--- config.mk ---
export PLATFORM = sky130hd
export DESIGN_NAME = i2c_xact_seq
export DESIGN_NICKNAME = d
export VERILOG_FILES = /design/src/rtl/i2c_xact_pkg.sv /design/src/rtl/i2c_xact_fsm.sv /design/src/rtl/i2c_xact_regs.sv /design/src/rtl/i2c_xact_seq.sv
export SDC_FILE = /design/constraint.sdc
export NUM_CORES = 1
export LEC_CHECK = 0
export ABC_AREA = 1
export BUFFER_PORTS_ARGS = -buffer_cell sky130_fd_sc_hd__buf_4
export CORE_MARGIN = 10
export CORE_UTILIZATION = 30
export CTS_CLUSTER_DIAMETER = 150
export DETAILED_ROUTE_END_ITERATION = 6
export REMOVE_ABC_BUFFERS = 1
export SLEW_MARGIN = 30
export SYNTH_ARGS = -nofsm -noshare
export SYNTH_HDL_FRONTEND = slang
export SYNTH_HIERARCHICAL = 1
export SYNTH_SLANG_ARGS = --single-unit
--- constraint.sdc ---
create_clock -name clk -period 2.3 [get_ports clk]
set_input_delay 0.23 -clock clk [delete_from_list [all_inputs] [get_ports clk]]
set_output_delay 0.23 -clock clk [all_outputs]
set_load 0.005 [all_outputs]
--- src/rtl/i2c_xact_pkg.sv ---
package i2c_xact_pkg;
  typedef enum logic [2:0] {
    OP_NONE   = 3'd0,
    OP_START  = 3'd1,
    OP_RSTART = 3'd2,
    OP_WRITE  = 3'd3,
    OP_READ   = 3'd4,
    OP_STOP   = 3'd5
  } i2c_op_e;

  localparam int LEN_W = 3;

  localparam logic [7:0] OFF_TXLO  = 8'hC0;
  localparam logic [7:0] OFF_TXHI  = 8'hC4;
  localparam logic [7:0] OFF_RXLO  = 8'hC8;
  localparam logic [7:0] OFF_RXHI  = 8'hCC;
  localparam logic [7:0] OFF_CTRL  = 8'hD0;
  localparam logic [7:0] OFF_STAT  = 8'hD4;
  localparam logic [7:0] OFF_CAUSE = 8'hD8;
  localparam logic [7:0] OFF_MASK  = 8'hDC;
  localparam logic [7:0] OFF_TIME  = 8'hE0;

  localparam int CB_WR  = 0;
  localparam int CB_RD  = 1;
  localparam int CB_TEN = 12;
  localparam int CB_TXL = 13;
  localparam int CB_RXL = 16;
  localparam int CB_GO  = 19;
  localparam int CB_RS  = 20;
endpackage

--- src/rtl/i2c_xact_fsm.sv ---
module i2c_xact_fsm
  import i2c_xact_pkg::*;
#(
  parameter int NBYTES = 8,
  localparam int TXW = NBYTES * 8
) (
  input  logic             clk,
  input  logic             rst,
  input  logic             start,
  input  logic             wr_en,
  input  logic             rd_en,
  input  logic             ten,
  input  logic             rs_en,
  input  logic [9:0]       taddr,
  input  logic [LEN_W-1:0] txl,
  input  logic [LEN_W-1:0] rxl,
  input  logic [TXW-1:0]   tx,
  output logic             cmd_valid,
  output i2c_op_e          cmd_op,
  output logic [7:0]       cmd_data,
  output logic             cmd_last,
  input  logic             rsp_valid,
  input  logic             rsp_ack,
  input  logic [7:0]       rsp_data,
  output logic             busy,
  output logic             done,
  output logic             err,
  output logic             rx_we,
  output logic [LEN_W-1:0] rx_idx,
  output logic [7:0]       rx_byte
);
  typedef enum logic [2:0] {
    S_IDLE, S_START, S_RSTART, S_HDR, S_LOADDR, S_WDATA, S_RDATA, S_STOP
  } st_e;

  st_e              st;
  logic             waiting, rd_phase, more_rd;
  logic [LEN_W-1:0] idx;
  logic [7:0]       hdr;

  assign hdr  = ten ? {5'b11110, taddr[9:8], rd_phase} : {taddr[6:0], rd_phase};
  assign busy = (st != S_IDLE);

  always_ff @(posedge clk) begin
    if (rst) begin
      st <= S_IDLE; waiting <= 1'b0; rd_phase <= 1'b0; more_rd <= 1'b0;
      idx <= '0; err <= 1'b0; done <= 1'b0;
      cmd_valid <= 1'b0; cmd_op <= OP_NONE; cmd_data <= '0; cmd_last <= 1'b0;
      rx_we <= 1'b0; rx_idx <= '0; rx_byte <= '0;
    end else begin
      cmd_valid <= 1'b0;
      done      <= 1'b0;
      rx_we     <= 1'b0;
      if (st == S_IDLE) begin
        if (start) begin
          st       <= S_START;
          rd_phase <= !wr_en;
          more_rd  <= wr_en && rd_en && !rs_en;
          err      <= 1'b0;
        end
      end else if (!waiting) begin
        cmd_valid <= 1'b1;
        waiting   <= 1'b1;
        cmd_data  <= '0;
        cmd_last  <= 1'b0;
        case (st)
          S_START:  cmd_op <= OP_START;
          S_RSTART: cmd_op <= OP_RSTART;
          S_HDR:    begin cmd_op <= OP_WRITE; cmd_data <= hdr; end
          S_LOADDR: begin cmd_op <= OP_WRITE; cmd_data <= taddr[7:0]; end
          S_WDATA:  begin cmd_op <= OP_WRITE; cmd_data <= tx[{idx, 3'b000} +: 8]; end
          S_RDATA:  begin cmd_op <= OP_READ; cmd_last <= (idx == rxl); end
          default:  cmd_op <= OP_STOP;
        endcase
      end else if (rsp_valid) begin
        waiting <= 1'b0;
        case (st)
          S_START, S_RSTART: st <= S_HDR;
          S_HDR, S_LOADDR: begin
            idx <= '0;
            if (!rsp_ack) begin
              err <= 1'b1; st <= S_STOP;
            end else if (st == S_HDR && ten) st <= S_LOADDR;
            else st <= rd_phase ? S_RDATA : S_WDATA;
          end
          S_WDATA: begin
            if (!rsp_ack) begin
              err <= 1'b1; st <= S_STOP;
            end else if (idx == txl) begin
              if (rd_en && rs_en) begin
                rd_phase <= 1'b1; st <= S_RSTART;
              end else st <= S_STOP;
            end else idx <= idx + 1'b1;
          end
          S_RDATA: begin
            rx_we   <= 1'b1;
            rx_idx  <= idx;
            rx_byte <= rsp_data;
            if (idx == rxl) st <= S_STOP;
            else idx <= idx + 1'b1;
          end
          default: begin
            if (more_rd && !err) begin
              more_rd <= 1'b0; rd_phase <= 1'b1; st <= S_START;
            end else begin
              done <= 1'b1; st <= S_IDLE;
            end
          end
        endcase
      end
    end
  end
endmodule

--- src/rtl/i2c_xact_regs.sv ---
module i2c_xact_regs
  import i2c_xact_pkg::*;
#(
  parameter int ADDR_W = 8,
  parameter int DW     = 32,
  localparam int BUFW  = 2 * DW
) (
  input  logic             clk,
  input  logic             rst,
  input  logic             reg_wr,
  input  logic             reg_rd,
  input  logic [ADDR_W-1:0] reg_addr,
  input  logic [DW-1:0]    reg_wdata,
  output logic [DW-1:0]    reg_rdata,
  input  logic             fsm_busy,
  input  logic             done,
  input  logic             done_err,
  input  logic             rx_we,
  input  logic [LEN_W-1:0] rx_idx,
  input  logic [7:0]       rx_byte,
  output logic [DW-1:0]    ctrl_q,
  output logic [BUFW-1:0]  tx_q,
  output logic             start_q,
  output logic [DW-1:0]    cause_q,
  output logic [DW-1:0]    mask_q,
  output logic             irq
);
  logic [BUFW-1:0] rx_q;
  logic [DW-1:0]   status_q, timing_q;
  logic            busy_any;

  assign busy_any = fsm_busy | start_q;

  always_ff @(posedge clk) begin
    if (rst) begin
      tx_q <= '0; rx_q <= '0; ctrl_q <= '0; status_q <= '0; cause_q <= '0;
      mask_q <= '0; timing_q <= '0; start_q <= 1'b0; irq <= 1'b0; reg_rdata <= '0;
    end else begin
      start_q <= 1'b0;
      if (reg_wr) begin
        if (reg_addr == ADDR_W'(OFF_TXLO)) tx_q[DW-1:0] <= reg_wdata;
        if (reg_addr == ADDR_W'(OFF_TXHI)) tx_q[BUFW-1:DW] <= reg_wdata;
        if (reg_addr == ADDR_W'(OFF_CAUSE)) cause_q <= reg_wdata;
        if (reg_addr == ADDR_W'(OFF_MASK)) mask_q <= reg_wdata;
        if (reg_addr == ADDR_W'(OFF_TIME)) timing_q <= reg_wdata;
        if (reg_addr == ADDR_W'(OFF_CTRL) && !busy_any) begin
          ctrl_q <= reg_wdata;
          if (reg_wdata[CB_GO] && (reg_wdata[CB_WR] || reg_wdata[CB_RD])) begin
            start_q  <= 1'b1;
            status_q <= '0;
          end
        end
      end
      if (rx_we) rx_q[{rx_idx, 3'b000} +: 8] <= rx_byte;
      if (done) begin
        ctrl_q[CB_GO] <= 1'b0;
        cause_q[0]    <= 1'b1;
        status_q[0]   <= done_err;
      end
      irq <= |(cause_q & mask_q);
      if (reg_rd) begin
        if (reg_addr == ADDR_W'(OFF_TXLO))       reg_rdata <= tx_q[DW-1:0];
        else if (reg_addr == ADDR_W'(OFF_TXHI))  reg_rdata <= tx_q[BUFW-1:DW];
        else if (reg_addr == ADDR_W'(OFF_RXLO))  reg_rdata <= rx_q[DW-1:0];
        else if (reg_addr == ADDR_W'(OFF_RXHI))  reg_rdata <= rx_q[BUFW-1:DW];
        else if (reg_addr == ADDR_W'(OFF_CTRL))  reg_rdata <= ctrl_q;
        else if (reg_addr == ADDR_W'(OFF_STAT))  reg_rdata <= status_q;
        else if (reg_addr == ADDR_W'(OFF_CAUSE)) reg_rdata <= cause_q;
        else if (reg_addr == ADDR_W'(OFF_MASK))  reg_rdata <= mask_q;
        else if (reg_addr == ADDR_W'(OFF_TIME))  reg_rdata <= timing_q;
        else reg_rdata <= '0;
      end
    end
  end
endmodule

--- src/rtl/i2c_xact_seq.sv ---
module i2c_xact_seq
  import i2c_xact_pkg::*;
#(
  parameter int ADDR_W = 8,
  parameter int DW     = 32,
  localparam int NBYTES = (2 * DW) / 8
) (
  input  logic              clk,
  input  logic              rst,
  input  logic              reg_wr,
  input  logic              reg_rd,
  input  logic [ADDR_W-1:0] reg_addr,
  input  logic [DW-1:0]     reg_wdata,
  output logic [DW-1:0]     reg_rdata,
  output logic              cmd_valid,
  output logic [2:0]        cmd_op,
  output logic [7:0]        cmd_data,
  output logic              cmd_last,
  input  logic              rsp_valid,
  input  logic              rsp_ack,
  input  logic [7:0]        rsp_data,
  output logic              irq
);
  logic [DW-1:0]     ctrl_q, cause_q, mask_q;
  logic [2*DW-1:0]   tx_q;
  logic              start_q, fsm_busy, done, done_err, rx_we;
  logic [LEN_W-1:0]  rx_idx;
  logic [7:0]        rx_byte;
  i2c_op_e           op_e;

  assign cmd_op = op_e;

  i2c_xact_regs #(.ADDR_W(ADDR_W), .DW(DW)) regs_i (
    .clk, .rst, .reg_wr, .reg_rd, .reg_addr, .reg_wdata, .reg_rdata,
    .fsm_busy, .done, .done_err, .rx_we, .rx_idx, .rx_byte,
    .ctrl_q, .tx_q, .start_q, .cause_q, .mask_q, .irq
  );

  i2c_xact_fsm #(.NBYTES(NBYTES)) fsm_i (
    .clk, .rst, .start(start_q),
    .wr_en(ctrl_q[CB_WR]), .rd_en(ctrl_q[CB_RD]), .ten(ctrl_q[CB_TEN]),
    .rs_en(ctrl_q[CB_RS]), .taddr(ctrl_q[11:2]),
    .txl(ctrl_q[CB_TXL +: LEN_W]), .rxl(ctrl_q[CB_RXL +: LEN_W]), .tx(tx_q),
    .cmd_valid, .cmd_op(op_e), .cmd_data, .cmd_last,
    .rsp_valid, .rsp_ack, .rsp_data,
    .busy(fsm_busy), .done, .err(done_err), .rx_we, .rx_idx, .rx_byte
  );
endmodule

==> results of run 1 <==
## area by class of cell
cell class	instances	area [um^2]
Fill cell	5299	32000
Timing Repair Buffer	178	1560
Multi-Input combinational cell	1539	7120
Inverter	242	912
Tap cell	672	841
Sequential cell	327	6550
Clock inverter	9	98.8
Clock buffer	54	1120
## repair_timing
action / CTS / global route
setup buffers: 0 / 0
hold endpoints to repair: 34 / 0
hold buffers: 24 / 0
## path summary, 6_finish.rpt
check                  start                 end  cells after the start
max          fsm_i/rx_idx[1]     regs_i/rx_q[44]                     11
min            reg_wdata[21]  regs_i/cause_q[21]                      3
max reg2reg  fsm_i/rx_idx[1]     regs_i/rx_q[44]                     11
min reg2reg  regs_i/rx_q[10]     regs_i/rx_q[10]                      2
## stage by stage
step	utilization, %	TNS, ns	hold WS [ns]
after floorplan	-	-292.70	0.299
after global placement	33.4	0	0.433
after detailed placement	33.4	0	0.435
after CTS	36.3	0	0.000314
after global routing	36.3	0	0.0164
final	36.3	0	0.0130
## kinds of logic (layout without fill, tap and decap cells)
kind of cell / count (synthesis) / in the layout
XOR/XNOR: 3 / 3
AND/OR/NAND/NOR: 974 / 974
buffers and inverters: 387 / 483
AO/OA/AOI/OAI: 555 / 555
flip-flops: 327 / 327
adder cells (fa/ha/maj): 7 / 7
## power by group
group	internal [mW]	switching [mW]
logic	0.153	0.313
clock network	3.60	2.42
registers	5.67	0.00492
## metal layers
layer  GRT usage (%)  vias up  routed length, um
li1                -     7489                  -
met1            23.4     7181              24300
met2            28.4      593              24800
met3            3.05       82               4020
met4            5.10        0               1280
met5               0        -                  0
## critical path, delay by kind of cell (launching register included)
kind | cells | cell delay [ns]
AO/OA/AOI/OAI | 2 | 0.23
adder cells (fa/ha/maj) | 2 | 0.54
buffers and inverters | 5 | 0.61
flip-flops | 1 | 0.40
AND/OR/NAND/NOR | 2 | 0.19
## state kept, by name, indices dropped and copies added (netlist names), 8 cells and up
register,cells
fsm_i/rx_byte,8
fsm_i/cmd_data,8
regs_i/tx_q,64
regs_i/cause_q,32
regs_i/mask_q,32
regs_i/timing_q,32
regs_i/reg_rdata,32
regs_i/ctrl_q,32
regs_i/rx_q,64
## cells in the mapped netlist (2+ instances only)
cell,instances
ha_1,7
nand4_1,41
a211oi_1,2
nand2_4,2
nand3b_1,4
nor2_4,2
buf_2,34
nor3_1,17
nor2_2,6
inv_1,227
nand3_2,3
a21oi_1,346
buf_1,4
o21ai_1,6
buf_4,16
clkbuf_1,91
a31oi_1,2
nand2_2,3
a221oi_1,7
nand2_1,520
xnor2_1,3
o21ai_0,182
nor2_1,174
o22ai_1,5
inv_2,13
and2_1,2
nand3_1,198
dfxtp_1,327
o211ai_1,3
==> qor.yml, run 1 <==
initial_core_util_pct: 30.3
synth_mux_area_share_pct: 0
grt_pass1_vias: 14700
worst_path_most_repeated_cell: "inv_1"
vias: 15300
synthToLayoutAreaGrowth_pct: 19.8
clockBufferDepth: 3
clock_sinks: 327
worstPathArrival_ns: 2.49
cpPeakStageDelay_ns: 0.40
placed_area_um2: 16700
via_per_inst: 5.08
gp_congestion: 0.908
dpl_worst_slack_ns: 0.254
place_hpwl_um: 36100
wirelength_um: 54400
ys.flop_type: "dfxtp_1"
critPathRequiredTime_ns: 2.75
async_flop_share_pct: 0
die_y_um: 245
finalClockSkew_ns: 0.0244
netlist_area_um2: 15200
slew_viol_final: 0
hold_path_class: "in2reg"
setup_ws_ns: 0.268
min_period_ns: 2.03
max_cap_violations: 0
drc: 0
p_per_area_nw_per_um2: 668
synth-compound-area-share_pct: 18.7
outcome: "finished, final reports clean"
diodes: 0
critPathSlowestCell: "dfxtp_1"
crit_fanout: 8
slew_headroom_pct: 44.0
drt_iter0_markers: 1478
die_w_um: 245
io_pins: 100
grt_pass1_wl_um: 84600
final_area_um2: 18200
portBuffers: 99
htreeDepth: 2
antenna_found_initial: 0
wl_per_cell_um: 18.0
synth-seq-cells: 327
clock_latency_ns: 0.54
cts_tree: "built"
clk_pin_slew_worst_paths_ns: 0.06
totalPowerFinal_mw: 12.2
row_count: 82
rsz0062_at_grt: "false"
synth_adder_area_share_pct: 0.576
synth_area_leader_cell: "dfxtp_1"
crit_chain: "inv_1, ha_1, ha_1, inv_1, nand2_1, inv_1, nand3_1, inv_1, buf_4, o21ai_0, a21oi_1"
cts_root_buf: "clkbuf_16"
yosysTopAreaCellShare_pct: 43.1
seq_area_frac_synth_pct: 43.1
rrSetupSlack_ns: 0.27
place_inst: 2934
fmax_ghz: 0.492
drive_gt1_share_pct: 10.7
yosys.area_share.simple_pct: 27.2
die_area_um2: 60100
synth_xor_area_share_pct: 0.173
finalSetupViolations: 0
core_area_um2: 50200
p_leak_nw: 6.77
critPathLaunchType: "flop"
ant_nets: 0
synth_top_family_by_area: "simple AND/OR/NAND/NOR gates"
grt-ovfl-total: 0
grt_max_degree: 78
firstDrtPassIters: 6
synth.area.top_cells: "dfxtp_1 43%, nand2_1 13%, a21oi_1 11%"
final_cell_mix: "519 x nand2_1, 346 x a21oi_1, 327 x dfxtp_1, 226 x inv_1, 197 x nand3_1"
synth_cell_types: 35
timing.final.crit_share_pct: 88.4
ir_drop_uv: 519
final_common_cell: "nand2_1"
grt_usage_pct: 17.5
synth_edf_count: 0
synthCells: 2253
layout.nets: 2386
layout.cells.non_filler: 3021
yosysWarnings: 6
worstMarginPinSlew_ns: 0.839
cts_resized: 0
numCtsBuffers: 37
syn_avg_cell_area_um2: 6.74
endpoint_kind: "flop"
hold_violations: 0
criticalPathCategory: "reg2reg"
No activity file was read; power rests on OpenSTA's default activity.
==> inputs of run 2 (changes only) <==
--- a/config.mk
+++ b/config.mk
@@ -11,7 +11,6 @@
 export CORE_UTILIZATION = 30
 export CTS_CLUSTER_DIAMETER = 150
 export DETAILED_ROUTE_END_ITERATION = 6
-export REMOVE_ABC_BUFFERS = 1
 export SLEW_MARGIN = 30
 export SYNTH_ARGS = -nofsm -noshare
 export SYNTH_HDL_FRONTEND = slang
==> constraint.sdc (replaced) <==
create_clock -name clk -period 1.85 [get_ports clk]
set_input_delay 0.185 -clock clk [delete_from_list [all_inputs] [get_ports clk]]
set_output_delay 0.185 -clock clk [all_outputs]
set_load 0.005 [all_outputs]
==> run 2 against run 1 <==
Compared with the run above: the flow now finishes with violations (DRC); setup slack worse by 0.18 ns; routed wire length is 7.8% higher; sequential power is 24% higher; first-iteration DRC count is 14% higher; via count is 2.3% higher; register-to-register slack worse by 0.18 ns; utilization is 0.92 points higher.
==> qor.yml, run 2 (synthesized netlist as in run 1, its figures left out) <==
place_hpwl_um: 41900  # +16%
p_per_area_nw_per_um2: 795  # +19%
worstPathArrival_ns: 2.23  # -0.26 ns
clock_sinks: 327  # unchanged
slew_headroom_pct: 50.8  # +6.8 points
worstMarginPinSlew_ns: 0.737  # -0.102 ns
numCtsBuffers: 37  # unchanged
antenna_found_initial: 0  # unchanged
setup_ws_ns: 0.0912  # -0.177 ns
p_leak_nw: 6.93  # +2.4%
min_period_ns: 1.76  # -0.273 ns
crit_fanout: 12  # +4
place_inst: 2948  # +0.48%
diodes: 0  # unchanged
clock_latency_ns: 0.55  # about the same
vias: 15700  # +2.3%
layout.cells.non_filler: 3056  # +1.2%
drt_iter0_markers: 1678  # +14%
finalSetupViolations: 0  # unchanged
drc: 2  # +2
grt_max_degree: 102  # +31%
fmax_ghz: 0.569  # +16%
cts_root_buf: "clkbuf_16"
layout.nets: 2420  # +1.4%
critPathRequiredTime_ns: 2.32  # -0.43 ns
endpoint_kind: "flop"
finalClockSkew_ns: 0.0144  # -0.0100 ns
top_regs: "regs_i/rx_q (64), regs_i/tx_q (64)"
htreeDepth: 2  # unchanged
fin_util_pct: 37.2  # +0.92 points
dpl_worst_slack_ns: 0.0122  # -0.242 ns
die_area_um2: 60100  # unchanged
row_count: 82  # unchanged
grt-ovfl-total: 0  # unchanged
portBuffers: 99  # unchanged
clk_pin_slew_worst_paths_ns: 0.06  # about the same
timing.final.crit_share_pct: 95.1  # +6.7 points
initial_core_util_pct: 30.3  # unchanged
drive_gt1_share_pct: 11.8  # +1.1 points
die_y_um: 245  # unchanged
cts_tree: "built"
via_per_inst: 5.14  # +1.1%
syn-num-nets: 2314
final_cell_mix: "518 x nand2_1, 346 x a21oi_1, 326 x dfxtp_1, 220 x inv_1, 192 x nand3_1"
criticalPathCategory: "reg2reg"
io_pins: 100  # unchanged
critPathLaunchType: "flop"
rsz0062_at_grt: "true"
wirelength_um: 58600  # +7.8%
die_w_um: 245  # unchanged
ir_drop_uv: 564  # +8.6%
totalPowerFinal_mw: 14.8  # +22%
gp_congestion: 0.925  # +1.9%
slew_viol_final: 0  # unchanged
violations: "DRC"
final_common_cell: "nand2_1"
max_cap_violations: 0  # unchanged
ant_nets: 0  # unchanged
core_area_um2: 50200  # unchanged
clockBufferDepth: 3  # unchanged
fin_hold_ws_ns: 0.106  # +0.0930 ns
grt_pass1_vias: 14700  # -0.31%
grt_pass1_wl_um: 88700  # +4.9%
wl_per_cell_um: 19.2  # +6.6%
hold_violations: 0  # unchanged
outcome: "finished, violations left"
hold_path_class: "in2reg"
grt_usage_pct: 18.8  # +1.3 points
firstDrtPassIters: 7  # +1
synthToLayoutAreaGrowth_pct: 22.8
[run 2: cell count changes in the layout (fill, tap and decap cells not counted), sizes merged]
cell	change
buf	+17
dlygate4sd3	+17
clkbuf	+3
bufinv	-2
clkinv	-1
clkinvlp	+1
[run 2: power breakdown]
| group | switching (mW) | internal (mW) | leakage, nW |
|---|---|---|---|
| combinational | 0.410 | 0.222 | 3.73 |
| sequential | 0.00625 | 7.05 | 2.63 |
| clock | 3.04 | 4.11 | 0.568 |
| total | 3.45 | 11.4 | 6.93 |
[run 2: area by class of cell]
cell class                 instances  area, um^2
inverter                         242         920
clock buffer                      57        1100
sequential                       327        6550
fill                            5260       31500
multi-input combinational       1539        7200
clock inverter                     7        45.0
tap                              672         841
timing repair buffer             212        2010
[run 2: metal layers]
layer | routed length, um | GRT usage [%]
met5 | 0 | 0
met4 | 2710 | 9.04
met3 | 4040 | 2.26
met2 | 26600 | 29.9
met1 | 25300 | 24.9
[run 2: timing repair]
item	in CTS	in global routing
gates resized for setup	0	9
endpoints found under the setup margin	0	41
hold buffers	41	0
setup buffers	0	3
hold endpoints to repair	147	0
[run 2: final timing paths]
kind | from | end | slack (ns) | cells past startpoint
setup reg to reg | fsm_i/rx_idx[1] | regs_i/rx_q[37] | 0.09 | 10
setup / recovery | fsm_i/rx_idx[1] | regs_i/rx_q[37] | 0.09 | 10
hold reg to reg | regs_i/rx_q[56] | regs_i/rx_q[56] | 0.45 | 2
hold / removal | rsp_ack | fsm_i/err | 0.11 | 4
[run 2: metrics by stage]
stage / setup TNS [ns] / cell area [um^2]
floorplan: -0.00718 / 15300
global placement: -0.0677 / 17100
detailed placement: 0 / 17100
CTS: 0 / 18600
global route: -0.101 / 18700
finish: 0 / 18700
[run 2: worst max-delay path: stages, from the launching register on]
cell and delay (ns):
dfxtp_1 0.32, inv_1 0.08, ha_4 0.17, ha_4 0.30, nand2_1 0.07, inv_2 0.11
nand3_1 0.17, inv_2 0.14, buf_12 0.12, o21ai_0 0.07, a21oi_1 0.13
